==> src/rtl/bau_pkg.sv <==
// Shared types for the branch and skip address unit.
// Assumes nothing beyond the enumerations below.
package bau_pkg;
    // Instruction family carried on the request.
    typedef enum logic [1:0] {
        BK_SHORT = 2'b00,
        BK_LONG  = 2'b01,
        BK_INTR  = 2'b10,
        BK_NONE  = 2'b11
    } branch_kind_e;

    // How the address generator forms the next program counter.
    typedef enum logic [1:0] {
        AM_PAGE = 2'b00,   // taken: same page, new low byte; else +1
        AM_FULL = 2'b01,   // taken: two-byte target; else +2
        AM_SKIP = 2'b10,   // taken: +2; else unchanged
        AM_HOLD = 2'b11    // unchanged
    } addr_mode_e;
endpackage

==> src/rtl/bau_cond_sel.sv <==
// Condition selector: decodes family and opcode nibble into an address
// mode, evaluates the selected condition and flags a counter-interrupt
// clear. Purely combinational. Assumes 1 <= N_EXT_FLAGS <= 4; missing
// flag lines read as 0.
module bau_cond_sel
    import bau_pkg::*;
#(
    parameter int N_EXT_FLAGS = 4
) (
    input  branch_kind_e           kind,
    input  logic [3:0]             op_lo,
    input  logic                   q,
    input  logic                   d_zero,
    input  logic                   df,
    input  logic [N_EXT_FLAGS-1:0] ext_flags,
    input  logic                   ie,
    input  logic                   ci,
    input  logic                   xi,
    output addr_mode_e             mode,
    output logic                   cond,
    output logic                   ci_clr
);
    localparam int FLAG_SLOTS = 4;

    logic [FLAG_SLOTS-1:0] flag_pad;
    logic [FLAG_SLOTS-1:0] core_tests;
    logic                  core_sel;
    logic                  ext_sel;
    logic                  short_cond;
    logic                  long_cond;
    logic                  intr_cond;

    // Pad the external flag lines to four slots.
    generate
        for (genvar i = 0; i < FLAG_SLOTS; i++) begin : g_pad
            if (i < N_EXT_FLAGS) begin : g_live
                assign flag_pad[i] = ext_flags[i];
            end else begin : g_tied
                assign flag_pad[i] = 1'b0;
            end
        end
    endgenerate

    // Pick the basic tests addressed by the two low nibble bits.
    always_comb begin
        core_tests = {df, d_zero, q, 1'b1};
        core_sel   = core_tests[op_lo[1:0]];
        ext_sel    = flag_pad[op_lo[1:0]];
    end

    // Evaluate the condition for each family.
    always_comb begin
        short_cond = (op_lo[2] ? ext_sel : core_sel) ^ op_lo[3];
        if (!op_lo[2]) begin
            long_cond = core_sel ^ op_lo[3];
        end else if (op_lo[1:0] == 2'b00) begin
            long_cond = op_lo[3] & ie;
        end else begin
            long_cond = core_sel ^ ~op_lo[3];
        end
        case (op_lo)
            4'hE:    intr_cond = ci;
            4'hF:    intr_cond = xi;
            default: intr_cond = 1'b0;
        endcase
    end

    // Route the family to an address mode and a final condition.
    always_comb begin
        ci_clr = 1'b0;
        case (kind)
            BK_SHORT: begin
                mode = AM_PAGE;
                cond = short_cond;
            end
            BK_LONG: begin
                mode = op_lo[2] ? AM_SKIP : AM_FULL;
                cond = long_cond;
            end
            BK_INTR: begin
                mode   = AM_PAGE;
                cond   = intr_cond;
                ci_clr = intr_cond & (op_lo == 4'hE);
            end
            default: begin
                mode = AM_HOLD;
                cond = 1'b0;
            end
        endcase
    end
endmodule

==> src/rtl/bau_addr_gen.sv <==
// Address generator: forms the next program counter from the current
// one, the fetched bytes, the mode and the condition. Combinational;
// all sums wrap modulo 2^(2*BYTE_W).
module bau_addr_gen
    import bau_pkg::*;
#(
    parameter int BYTE_W = 8
) (
    input  addr_mode_e            mode,
    input  logic                  cond,
    input  logic [2*BYTE_W-1:0]   pc_in,
    input  logic [BYTE_W-1:0]     tgt_hi,
    input  logic [BYTE_W-1:0]     tgt_lo,
    output logic [2*BYTE_W-1:0]   next_pc
);
    localparam int ADDR_W = 2 * BYTE_W;
    localparam logic [ADDR_W-1:0] STEP1 = ADDR_W'(1);
    localparam logic [ADDR_W-1:0] STEP2 = ADDR_W'(2);

    logic [ADDR_W-1:0] pc_plus1;
    logic [ADDR_W-1:0] pc_plus2;
    logic [ADDR_W-1:0] page_tgt;
    logic [ADDR_W-1:0] full_tgt;

    // Candidate addresses.
    always_comb begin
        pc_plus1 = pc_in + STEP1;
        pc_plus2 = pc_in + STEP2;
        page_tgt = {pc_in[ADDR_W-1:BYTE_W], tgt_hi};
        full_tgt = {tgt_hi, tgt_lo};
    end

    // Choose the candidate for the mode and condition.
    always_comb begin
        case (mode)
            AM_PAGE: next_pc = cond ? page_tgt : pc_plus1;
            AM_FULL: next_pc = cond ? full_tgt : pc_plus2;
            AM_SKIP: next_pc = cond ? pc_plus2 : pc_in;
            default: next_pc = pc_in;
        endcase
    end
endmodule

==> src/rtl/branch_addr_unit.sv <==
// Branch and skip address unit top. Registers one response per request,
// one cycle after it. Assumes the request inputs are stable in the cycle
// req_valid is high. Synchronous active-low reset.
module branch_addr_unit
    import bau_pkg::*;
#(
    parameter int BYTE_W      = 8,
    parameter int N_EXT_FLAGS = 4
) (
    input  logic                   clk,
    input  logic                   rst_n,
    input  logic                   req_valid,
    input  logic [1:0]             kind,
    input  logic [3:0]             op_lo,
    input  logic [2*BYTE_W-1:0]    pc_in,
    input  logic [BYTE_W-1:0]      tgt_hi,
    input  logic [BYTE_W-1:0]      tgt_lo,
    input  logic                   q,
    input  logic                   d_zero,
    input  logic                   df,
    input  logic [N_EXT_FLAGS-1:0] ext_flags,
    input  logic                   ie,
    input  logic                   ci,
    input  logic                   xi,
    output logic                   rsp_valid,
    output logic [2*BYTE_W-1:0]    next_pc,
    output logic                   taken,
    output logic                   ci_clear
);
    localparam int ADDR_W = 2 * BYTE_W;

    addr_mode_e        mode_c;
    logic              cond_c;
    logic              clr_c;
    logic [ADDR_W-1:0] npc_c;

    bau_cond_sel #(.N_EXT_FLAGS(N_EXT_FLAGS)) u_cond (
        .kind      (branch_kind_e'(kind)),
        .op_lo     (op_lo),
        .q         (q),
        .d_zero    (d_zero),
        .df        (df),
        .ext_flags (ext_flags),
        .ie        (ie),
        .ci        (ci),
        .xi        (xi),
        .mode      (mode_c),
        .cond      (cond_c),
        .ci_clr    (clr_c)
    );

    bau_addr_gen #(.BYTE_W(BYTE_W)) u_addr (
        .mode    (mode_c),
        .cond    (cond_c),
        .pc_in   (pc_in),
        .tgt_hi  (tgt_hi),
        .tgt_lo  (tgt_lo),
        .next_pc (npc_c)
    );

    // Capture the response; strobes drop when no request is present.
    always_ff @(posedge clk) begin
        if (!rst_n) begin
            rsp_valid <= 1'b0;
            next_pc   <= '0;
            taken     <= 1'b0;
            ci_clear  <= 1'b0;
        end else begin
            rsp_valid <= req_valid;
            taken     <= req_valid & cond_c;
            ci_clear  <= req_valid & clr_c;
            if (req_valid) begin
                next_pc <= npc_c;
            end
        end
    end
endmodule

==> config.mk <==
export PLATFORM = sky130hd
export DESIGN_NAME = branch_addr_unit
export DESIGN_NICKNAME = d
export VERILOG_FILES = /design/src/rtl/bau_pkg.sv /design/src/rtl/bau_cond_sel.sv /design/src/rtl/bau_addr_gen.sv /design/src/rtl/branch_addr_unit.sv
export SDC_FILE = /design/constraint.sdc
export NUM_CORES = 1
export LEC_CHECK = 0
export CORE_MARGIN = 2
export CORE_UTILIZATION = 65
export DETAILED_ROUTE_END_ITERATION = 7
export DONT_BUFFER_PORTS = 1
export PLACE_DENSITY = 0.9
export REMOVE_ABC_BUFFERS = 1
export SKIP_CTS_REPAIR_TIMING = 1
export SLEW_MARGIN = 20
export SYNTH_ARGS = -nofsm -noshare
export SYNTH_HDL_FRONTEND = slang
export SYNTH_HIERARCHICAL = 1
export SYNTH_SLANG_ARGS = --single-unit
export TNS_END_PERCENT = 1
==> constraint.sdc <==
create_clock -name clk -period 3 [get_ports clk]
set_input_delay 0.15 -clock clk [delete_from_list [all_inputs] [get_ports clk]]
set_output_delay 0.15 -clock clk [all_outputs]
set_load 0.05 [all_outputs]
Word-level counts from Yosys, hierarchy flattened:

Cells that the tools add are included.

* bits in registers: 19
* bits of input ports: 51
* output and inout bits: 19
* word-level logic and storage cells: 41

* $add $sub $neg: 2
* magnitude comparators: 1
* equality and inequality tests: 6
* muxes and demuxes: 16
* bitwise gates (word level): 8
* reduce and logical (&&, ||, !) cells: 4

Operator list (count)
* two-way mux 16 bit: 3
* one-hot mux 16 bit (3 select lines): 1
* adder 16 x 1 -> 16 bit, second input constant: 1
* adder 16 x 2 -> 16 bit, second input constant: 1
* equality test 4 bit, second input constant: 2
* zero test 2 bit: 3
* two-way mux 1 bit: 6
* bitwise AND 1 bit: 4
* binary-select mux 1 bit (select 2 bit): 2
* equality test 2 x 1 -> 1 bit, second input constant: 2
* equality test 2 bit, second input constant: 2
* one-hot mux 2 bit (2 select lines): 1
* less-than comparator 2 x 3 -> 1 bit, second input constant: 1
* one-hot mux 1 bit (3 select lines): 1
* bitwise XOR 1 bit: 3
* two-way mux 2 bit: 1
* one-hot mux 1 bit (2 select lines): 1
* OR reduction 2 bit: 1
* NOT 1 bit: 1

Logic depth before layout (Yosys ltp):

Gate-level depths: netlist of the first run.

* depth after elaboration: 8
* depth in mapped cells: 13
* mapped depth without buffers: 11

By module:

Netlist of the first run, hierarchy kept.

Modules (own cells, without submodules)
* bau_addr_gen: times used 1, cells an instance 229, area an instance 1443.9 um2, seq. area each 0.0 um2
* branch_addr_unit: times used 1, cells an instance 57, area an instance 698.2 um2, seq. area each 380.4 um2
* bau_cond_sel: times used 1, cells an instance 33, area an instance 246.5 um2, seq. area each 0.0 um2

Worst setup path after synthesis of the first run:

Ideal clock, no wire load.

* kind: input to register
* from: input op_lo[1]
* to: register next_pc[14]
* setup time: 117 ps
* data arrival time: 2593 ps
* data required time: 2883 ps
* slack: 290 ps
* stages on the path: 13
* buffers on the path: 2
* path through: buf_4 > mux2i_1 > mux4_2 > mux2i_1 > nand4_1 > clkbuf_1 > nor2b_1 > nand4_1 > nor2_1 > xor2_1 > a221o_1 > mux2i_1 > nor2b_1

* word-level cells in the longest chain between the ends: 8
* elaborated cells on any way between the ends: 19
* those cells by class: eq/ne: 2; mux: 13; bitwise: 3; reduce/logical: 1

Ends and longest elaborated chain
* start, declared: line branch_addr_unit.sv:14 `input logic [3:0] op_lo,`
* binary-select mux 1 bit (select 2 bit): line bau_cond_sel.sv:47 `core_sel = core_tests[op_lo[1:0]];`
* two-way mux 1 bit (implied by the code): line bau_cond_sel.sv:47
* bitwise XOR 1 bit: line bau_cond_sel.sv:59 `long_cond = core_sel ^ ~op_lo[3];`
* two-way mux 1 bit: line bau_cond_sel.sv:56 `end else if (op_lo[1:0] == 2'b00) begin`
* two-way mux 1 bit: line bau_cond_sel.sv:54 `if (!op_lo[2]) begin`
* one-hot mux 1 bit (3 select lines) *: line bau_cond_sel.sv:71 `case (kind)`
* named net cond_c: line branch_addr_unit.sv:33 `logic cond_c;`
* two-way mux 16 bit, on equally long branches: line bau_addr_gen.sv:38, bau_addr_gen.sv:36, bau_addr_gen.sv:37
* one-hot mux 16 bit (3 select lines) *: line bau_addr_gen.sv:35 `case (mode)`
* named net npc_c[14]: line branch_addr_unit.sv:35 `logic [ADDR_W-1:0] npc_c;`
* end signal, assigned: line branch_addr_unit.sv:73 `next_pc <= npc_c;`
* end, declared: line branch_addr_unit.sv:26 `output logic [2*BYTE_W-1:0] next_pc,`

Mark *: on every way through the listed nets, which the timed path passes. The rest lies on a longest branch. The select of a mux whose other input is x is not followed.
A chain may end at the register's enable or synchronous reset.

Worst setup path in the final report of the first run:

* from: input op_lo[1]
* to: register next_pc[12]

Same word-level chain as after synthesis.

==> results of run 1 <==
## Yosys cell counts (all sizes together) (2+ instances only)
cell,n
a211o,2
a211oi,6
a21boi,2
a21o,2
a21oi,8
a221o,6
a221oi,2
a22oi,3
a31oi,6
and2,2
and3,5
buf,17
clkbuf,13
dfxtp,19
ha,2
inv,7
mux2,2
mux2i,24
nand2,28
nand2b,8
nand3,11
nand3b,2
nand4,6
nor2,25
nor2b,24
nor3,8
nor3b,4
nor4,6
o2111ai,2
o211ai,4
o21a,4
o21ai,13
o221ai,2
o311a,2
o311ai,2
or3,6
or4,3
xnor2,15
xor2,6
## worst min path at each step
stage                              to  start
after global placement    next_pc[10]  rst_n
after detailed placement  next_pc[10]  rst_n
after global routing       next_pc[0]  rst_n
final                     next_pc[14]  rst_n
after CTS                 next_pc[10]  rst_n
after floorplan            next_pc[0]  rst_n
## power by group
group          switching [µW]  leakage, µW  internal, µW
registers                83.1     0.000156           272
logic                     146     0.000686           130
clock network            98.3    0.0000255          92.5
## metrics by stage
step           power (µW)  hold slack (ps)
2_1_floorplan       569.0            278.2
3_3_place_gp        624.0            281.0
3_5_place_dp        632.8            284.8
4_1_cts             824.3            11.96
5_1_grt             872.0            6.100
6_report            822.9            15.55
## layout make-up
type / instances / area (µm²) / area share, %
flip-flops and latches: 19 / 380.4 / 16.08
clock inverters: 1 / 5.005 / 0.2115
clock buffers: 3 / 41.29 / 1.745
inverters: 7 / 26.28 / 1.111
repair buffers: 9 / 67.56 / 2.856
well taps: 48 / 60.06 / 2.538
multi-input cells: 263 / 1785 / 75.46
## cells by family after synthesis
logic type	count (synthesis)	share of synthesized area, %
flip-flops	19	15.92
adder cells (fa/ha/maj)	2	1.048
AND/OR/NAND/NOR	139	31.43
XOR/XNOR	21	7.701
multiplexers	27	11.94
AO/OA/AOI/OAI	74	22.53
buffers and inverters	37	9.429
## routing by layer
| metal | vias up | wire (µm) |
|---|---|---|
| li1 | 1135 | - |
| met1 | 1089 | 2462 |
| met2 | 135 | 2986 |
| met3 | 17 | 630 |
| met4 | 0 | 107 |
| met5 | - | 0 |
## worst max-delay path, stage by stage
cell and delay [ps]:
mux2i_1 150, mux4_2 490, mux2i_1 170, nand4_1 240, or3_1 500, nor3_1 250
xor2_1 90, a221o_1 300, mux2i_1 140, nor2b_1 60
## flip-flops by register name, summed over array words and instances (netlist names)
signal and flops:
next_pc 16, rsp_valid 1, ci_clear 1, taken 1
## placed cells by master, fill, tap and decap left out, drive strengths merged, types with 3 or more instances in the layout
cell type   n
or3         6
nand2      28
nand3      11
or4         3
o211ai      4
nand2b      8
mux2i      24
o21ai      13
xor2        6
a211oi      6
dfxtp      19
a21oi       8
nand4       6
nor3        8
clkbuf      3
inv         7
a31oi       6
xnor2      15
nor3b       4
and3        5
a22oi       3
buf         9
nor2       25
a221o       6
nor2b      24
nor4        6
o21a        4
==> results.md, run 1 <==
* Initial antenna violation count at 0
* Synth unique cells at between 60 and 70
* Type of origin of the critical path: input port
* Ant. Diodes at 0
* Clk sinks at 19
* Slew Viols, Final at 0
* Final period utilization at between 70 and 80%
* CTS H-tree depth at 1
* Post-synth top area share at roughly 16%
* Post-synthesis cell count at about 320
* Final setup fails at 0
* Via count at 2376
* FMAX at between 400 and 500 MHz
* CP Data Arrival Time at 2550 ps
* Async set-reset flop share out of synthesis at 0%
* GPL Wtd Cong at 0.9434
* Maxcap violations at 0
* Critical path class: input port to flip-flop
* Status: completed
* Seq/Total Area, Yosys at 15.92%
* 1st-pass router iterations at 5
* Layout area overhead at -0.9429%
* FILL cells at 319
* CTS tree: done
* Worst Hold Depth at 1
* Worst Path Required at approximately 3200 ps
* Post-placement cell area at between 2000 and 2500 µm²
* GR Layer Usage met1 at 37.15%
* Critical Path End: next_pc[12]
* Hold Vio Cnt, Final at 0
* Design Area, Final at roughly 2400 µm²
* R2R depth at 2
* TritonCTS buffer count at 3
* DIE HEIGHT at ~65 µm
* Clock skew at 0 ps
* RR Endpoint: next_pc[6]
* R2R setup slack at just under 2000 ps
* Leading post-synthesis cells by cell area: dfxtp_1 (16%), mux2i_1 (10%), nor2b_1 (6.3%)
* Top Usage Layer GRT: met2
* Crit path from: op_lo[1]
* # DRC at 0
* M3 GR Usage at 7.465%
* Die ar. at approximately 4200 µm²
* Synth warnings at 6
* Worst Hold Class: input port to flip-flop
* Fin util at 65.61%
* Pin count of the biggest net entering global routing at 28
* Number of global-route vias before repair at about 2200
* Wire length per cell at around 18 µm
* Core area at between 3000 and 4000 µm²
* Final setup margin at around 600 ps
* Pwr Density at 347.8 nW/µm²
* Clk root buf: clkbuf_8
* Horiz. Die Dim at ~65 µm
* Dpl hpwl at roughly 4.6 mm
* Final nets at about 360
* Share of cells above drive strength 1 at between 8 and 9%
* Syn avg cell area at 7.488 µm²
* Flops & latches, synth at 19
* Place WS at 354.1 ps
* Slew Limit Headroom at a little under three fifths
* I/O Buffers at 0
* Antenna viol nets, final at 0
* # IOs at 70
* Crit end category: flip-flop
* Via density at a little under 7
* Crit-path max FO at 8
* Synth Flop Type: dfxtp_1
* Remaining global-route overflow at 0
* Placed insts at roughly 350
* Setup TNS at 0 ps
* Drt first-iter violations at 250
* Total track usage at between 30% and 40%
* # rows at 22
* Number of enable flip-flop cells after synthesis at 0
* Leakage power at about 0.00087 µW
* Routed WL at a little over 6 mm
* Clock-pin slew on the worst setup and hold paths at around 80 ps
* First-pass GRT wire length at between 10 and 15 mm
* Initial core utilization at between 60 and 70%
* Synthesized area at between 2000 and 2500 µm²
* Slew @ Worst Pin at between 600 and 700 ps
* Worst R2R Start: next_pc[6]
* Met2 Track Usage GR at 50.00%
* Yosys top cell by area: dfxtp_1
* Peak VDD IR at 199.7 µV
* Clock Latency Late Sink at between 200 and 300 ps
* Clk buf depth at 2
* Post-route insts no fill at between 300 and 400
* RSZ-0062 raised after global routing: no
* Min cycle time layout at roughly 2400 ps
No activity file was read; power rests on OpenSTA's default activity.
==> run 2, diff against run 1 <==
--- a/config.mk
+++ b/config.mk
@@ -5,6 +5,7 @@
 export SDC_FILE = /design/constraint.sdc
 export NUM_CORES = 1
 export LEC_CHECK = 0
+export ABC_AREA = 1
 export CORE_MARGIN = 2
 export CORE_UTILIZATION = 65
 export DETAILED_ROUTE_END_ITERATION = 7
==> constraint.sdc (replaced) <==
create_clock -name clk -period 2.5 [get_ports clk]
set_input_delay 0.125 -clock clk [delete_from_list [all_inputs] [get_ports clk]]
set_output_delay 0.125 -clock clk [all_outputs]
set_load 0.05 [all_outputs]
==> run 2 against run 1 <==
Effect of this change: the flow now finishes with violations (hold timing); critical path depth is 7 higher; via count up 20%; critical endpoint is now next_pc[9]; worst hold slack got worse by 30 ps; sequential share of layout area down 0.75 points; clock power up 14%; non-clock buffer count down 3; global-route usage up 1.8 points; routed wire length increased by 8.4%; core utilization is 2.7 points higher.
==> results.md, run 2 <==
* Remaining global-route overflow at 0
* Synth Area in Adders at between 1 and 1.5%
* Antenna viol nets, final at 0
* Final period utilization at around 72%
* Type of origin of the critical path: input port
* 1st-pass router iterations at 5
* Hold Vio Cnt, Final at 5
* RSZ-0062 raised after global routing: no
* CP most frequent cell: nand2_1
* GPL Wtd Cong at a little over 0.9
* Layout area overhead at 1.535%
* Leading post-synthesis cells by cell area: nand2_1 (23%), dfxtp_1 (16%), nor2_1 (13%)
* Flops & latches, synth at 19
* Syn avg cell area at ~5.2 µm²
* Post-synthesis cell count at about 470
* Buf/Inv on CP at 3
* Worst hold margin at -14.26 ps
* Wire length per cell at 13.28 µm
* DIE HEIGHT at between 60 and 70 µm
* Synthesized area at 2445 µm²
* Total track usage at 31.91%
* Most common cell after layout, fill and taps aside: nand2_1
* Top delay family on crit path: simple AND/OR/NAND/NOR gates
* Routed WL at between 6 and 7 mm
* Number of global-route vias before repair at about 2600
* Most frequent cells in the layout: nand2_1 (149), nor2_1 (83), inv_1 (49), nand3_1 (45), nand4_1 (23)
* Final setup fails at 0
* Largest stage delay, worst path at between 300 and 400 ps
* FMAX at ~550 MHz
* Drt first-iter violations at approximately 280
* Pin count of the biggest net entering global routing at 34
* I/O Buffers at 0
* Slew Viols, Final at 0
* Die ar. at between 4000 and 5000 µm²
* Max reg flops at 16
* Clk buf depth at 2
* Clk sinks at 19
* Synth Area in Simple Gates at 58.39%
* Worst Hold Class: input port to flip-flop
* Setup TNS at 0 ps
* Critical path class: input port to flip-flop
* Initial core utilization at approximately 67%
* First-pass GRT wire length at ~11 mm
* Crit end category: flip-flop
* Leakage power at about 0.0012 µW
* Synth warnings at 6
* Yosys top cell by area: nand2_1
* Post-synth top area share at 22.88%
* Initial antenna violation count at 0
* Synth Flop Type: dfxtp_1
* Via density at between 5 and 6
* Worst Path Required at about 2700 ps
* # DRC at 0
* Total Power at slightly above 1000 µW
* Clock Latency Late Sink at 260 ps
* CP cell instances: inv_2 > nand3_2 > nand4_1 > nand2_1 > nand2_1 > nand2_1 > nand2_1 > nand3_2 > nor2_2 > inv_1 > o21ai_0 > nand3_1 > nand4_1 > inv_1 > nand2_1 > nand2_1 > nor2_1
* Core area at about 3600 µm²
* Share of cells above drive strength 1 at under 10%
* Slew Limit Headroom at between 60 and 70%
* CP Data Arrival Time at 2010 ps
* Slew @ Worst Pin at ~530 ps
* Min cycle time layout at ~1800 ps
* Seq/Total Area, Yosys at ~16%
* Failing checks: hold timing
* Slowest-stage cell, CP: nor2_2
* Synth unique cells at 32
* # rows at 22
* Largest family of logic cells by synthesized area: simple AND/OR/NAND/NOR gates
* Top reg by flops: next_pc
* Post-Synth XOR/XNOR Area at 1.791%
* FILL cells at 342
* Fin util at between 60% and 70%
* Multiplexer share of the synthesized area at 0%
* Final nets at roughly 500
* Async set-reset flop share out of synthesis at 0%
* Synth top cells by count: nand2_1 (149), nor2_1 (83), inv_1 (49)
* Peak VDD IR at around 180 µV
* # IOs at 70
* Pwr Density at 406.1 nW/µm²
* CTS H-tree depth at 1
* Clk root buf: clkbuf_8
* Horiz. Die Dim at ~65 µm
* Compound-cell area share of the yosys netlist at under 10%
* Clock skew at 0 ps
* Number of enable flip-flop cells after synthesis at 0
* Status: finished, violations left
* CTS tree: done
* TritonCTS buffer count at 3
* Via count at approximately 2800
* Ant. Diodes at 0
* Dpl hpwl at roughly 5.0 mm
* Crit-path max FO at 6
* Most common cell in the netlist: nand2_1
* Maxcap violations at 0
* Clock-pin slew on the worst setup and hold paths at 80 ps
==> run 2: cell count changes after synthesis, moves of 24 or more <==
| cell | before | now |
|---|---|---|
| mux2i_1 | 24 | 0 |
| nor2_1 | 24 | 83 |
| nand2_1 | 28 | 149 |
| inv_1 | 7 | 49 |
| nand3_1 | 9 | 45 |
| nor2b_1 | 24 | 0 |
==> run 2: layout make-up <==
class	instances	area [µm²]	area share (%)
multi-input cells	371	1714	69.05
clock buffers	3	41.29	1.663
flip-flops and latches	19	380.4	15.32
inverters	57	214.0	8.619
clock inverters	1	7.507	0.3024
well taps	48	60.06	2.419
repair buffers	6	65.06	2.621
==> run 2: routing by layer <==
| layer | part of all wire [%] | track usage [%] | routed length, µm | up-vias |
|---|---|---|---|---|
| met4 | 1.8 | 9.896 | 123 | 0 |
| met5 | 0 | 0 | 0 | - |
| li1 | - | - | - | 1458 |
| met1 | 42 | 38.70 | 2787 | 1205 |
| met2 | 46 | 55.99 | 3098 | 162 |
| met3 | 10 | 6.849 | 700 | 16 |
==> run 2: worst paths after layout <==
| kind | startpoint | to | slack [ps] | cells past startpoint |
|---|---|---|---|---|
| min | rst_n | next_pc[3] | -10 | 2 |
| max | op_lo[0] | next_pc[9] | 690 | 17 |
| max reg2reg | next_pc[14] | next_pc[14] | 1550 | 2 |
| min reg2reg | next_pc[6] | next_pc[6] | 720 | 2 |
==> run 2: report_power, final <==
part	internal (µW)	leakage, µW	switching, µW	total, µW
combinational	128	0.00102	235	363
clock	112	0.0000217	106	218
sequential	327	0.000157	99.4	426
==> run 2: through the flow <==
stage | setup WS [ps] | area, µm² | instances
3_3_place_gp | 542.6 | 2404 | 498
2_1_floorplan | 190.3 | 2308 | 447
3_5_place_dp | 454.1 | 2404 | 498
5_1_grt | 407.9 | 2482 | 505
6_report | 694.2 | 2482 | 505
4_1_cts | 712.9 | 2452 | 502
==> run 2: logic make-up (layout without fill, tap and decap cells) <==
family	Yosys count	after routing
xor+xnor	5	5
fa+ha+maj	2	2
compound gates	40	40
buf+inv	77	67
simple gates	324	324
flops	19	19
==> run 3, diff against run 2 <==
==> constraint.sdc (replaced) <==
create_clock -name clk -period 1.74 [get_ports clk]
set_input_delay 0.087 -clock clk [delete_from_list [all_inputs] [get_ports clk]]
set_output_delay 0.087 -clock clk [all_outputs]
set_load 0.05 [all_outputs]
==> run 3 against run 2 <==
Effect of this change: die area unchanged; clock power grew 33%; final area is 5.4% higher; cell count is 3.2% higher; critical path type unchanged; critical path depth is 1 higher; first-iteration DRC count is 1.8% higher; highest routed layer unchanged; register-to-register slack worse by 740 ps; combinational power grew 61%; largest power group unchanged; the run still ends with hold timing left; routed wire length up 6.7%; sequential share of layout area shrank 0.79 points; setup slack worse by 570 ps.
==> results.md, run 3 (synthesis results as in run 2) <==
* Status: finished, violations left
* Most frequent cells in the layout: nand2_1 (148), nor2_1 (82), inv_1 (49), nand3_1 (45), nand4_1 (23)
* Top delay family on crit path: simple AND/OR/NAND/NOR gates
* Max reg flops at 16
* Hold path start: rst_n
* R2R setup slack at approximately 800 ps
* Worst R2R Start: next_pc[14]
* Initial core utilization at approximately two thirds
* # DRC at 0
* Clock-pin slew on the worst setup and hold paths at about 70 ps
* Largest stage delay, worst path at between 200 and 300 ps
* Layout area overhead at 7.062%
* Dpl hpwl at between 5 and 6 mm
* Remaining global-route overflow at 0
* Clock Latency Late Sink at around 250 ps
* Hold Vio Cnt, Final at 16
* Clock skew at 0 ps
* RR Endpoint: next_pc[14]
* Number of global-route vias before repair at roughly 2700
* Buf/Inv on CP at 3
* Top reg by flops: next_pc
* Crit end category: flip-flop
* GPL Wtd Cong at about 0.94
* Horiz. Die Dim at 65.33 µm
* Die ar. at ~4300 µm²
* Most common cell after layout, fill and taps aside: nand2_1
* Via count at 2978
* Final nets at ~530
* Clk buf depth at 2
* Critical path class: input port to flip-flop
* Peak VDD IR at 255.7 µV
* Initial antenna violation count at 0
* Routed WL at between 7 and 8 mm
* CP Data Arrival Time at around 1800 ps
* # IOs at 70
* Wire length per cell at between 10 and 15 µm
* Crit-path max FO at 4
* I/O Buffers at 0
* Worst hold margin at -50.03 ps
* Drt first-iter violations at between 200 and 300
* Total track usage at roughly a third
* Final setup fails at 0
* Worst Hold Depth at 2
* Final period utilization at between 90% and 100%
* Leakage power at 0.001282 µW
* Slew Viols, Final at 0
* RSZ-0062 raised after global routing: yes
* Worst Path Required at around 1900 ps
* Type of origin of the critical path: input port
* Min cycle time layout at 1618 ps
* Pin count of the biggest net entering global routing at 34
* First-pass GRT wire length at 11.49 mm
* FMAX at between 600 and 700 MHz
* 1st-pass router iterations at 5
* Ant. Diodes at 0
* # rows at 22
* Via density at 5.716
* Maxcap violations at 0
* Placed insts at 514
* Failing checks: hold timing
* TritonCTS buffer count at 3
* Worst Hold Class: input port to flip-flop
* Slew Limit Headroom at 64.76%
* CTS H-tree depth at 1
* Antenna viol nets, final at 0
* Clk sinks at 19
* CP most frequent cell: nand2_1
* DIE HEIGHT at about 65 µm
* Share of cells above drive strength 1 at between 10 and 15%
* Pwr Density at between 500 and 600 nW/µm²
* CTS tree: done
* Clk root buf: clkbuf_8
* R2R depth at 2
* Core area at between 3000 and 4000 µm²
* Worst Hold Endpoint: next_pc[5]
* CP cell instances: inv_1 > nand2_1 > nand2_4 > nand4_1 > nand3_1 > nand2_1 > inv_1 > nand3_4 > nor2_2 > nand2_2 > nor2_2 > nand3_1 > nand3_1 > nand4_1 > inv_1 > nand2_1 > nand2_1 > nor2_1
* Post-route insts no fill at 521
* Slew @ Worst Pin at around 530 ps
* Slowest-stage cell, CP: nor2_2
[run 3: cell types whose count changed in the layout (fill, tap and decap cells not counted), sizes merged]
cell      change
clkinv        +1
buf          +16
clkinvlp      -1
[run 3: worst max path at each step]
stage,depth (start not counted),slack (ps),end,startpoint
2_1_floorplan,20,-530,next_pc[12],q
3_3_place_gp,20,-50,next_pc[15],q
3_5_place_dp,20,-90,next_pc[15],q
4_1_cts,20,170,next_pc[15],q
5_1_grt,17,-50,next_pc[9],op_lo[0]
6_report,18,120,next_pc[15],q
[run 3: routing by layer]
layer  track usage [%]  vias to the layer above  wire length, µm
li1                  -                     1493                -
met1             40.55                     1277             2829
met2             58.42                      182             3401
met3             4.966                       26              758
met4             11.98                        0              167
met5                 0                        -                0
[run 3: area by class of cell]
class | count | area, µm²
Fill cell | 332 | 1016
Sequential cell | 19 | 380.4
Tap cell | 48 | 60.06
Multi-Input combinational cell | 371 | 1732
Timing Repair Buffer | 22 | 185.2
Inverter | 57 | 214.0
Clock buffer | 3 | 41.29
Clock inverter | 1 | 5.005
[run 3: per-stage QoR]
| stage | area (µm²) | setup TNS, ps | setup slack [ps] | power, µW | util [%] |
|---|---|---|---|---|---|
| after detailed placement | 2524 | -558.5 | -90.27 | 1173 | 69.46 |
| after CTS | 2570 | 0 | 168.3 | 1462 | 70.73 |
| after floorplan | 2308 | -4292 | -531.7 | 1003 | - |
| after global routing | 2618 | -260.1 | -52.49 | 1588 | 72.04 |
| after global placement | 2524 | -134.5 | -49.09 | 1155 | 69.46 |
| final | 2618 | 0 | 122.3 | 1487 | 72.04 |
[run 3: power by group]
part | switching (µW) | internal [µW]
Sequential | 143 | 470
Combinational | 363 | 221
Clock | 132 | 159
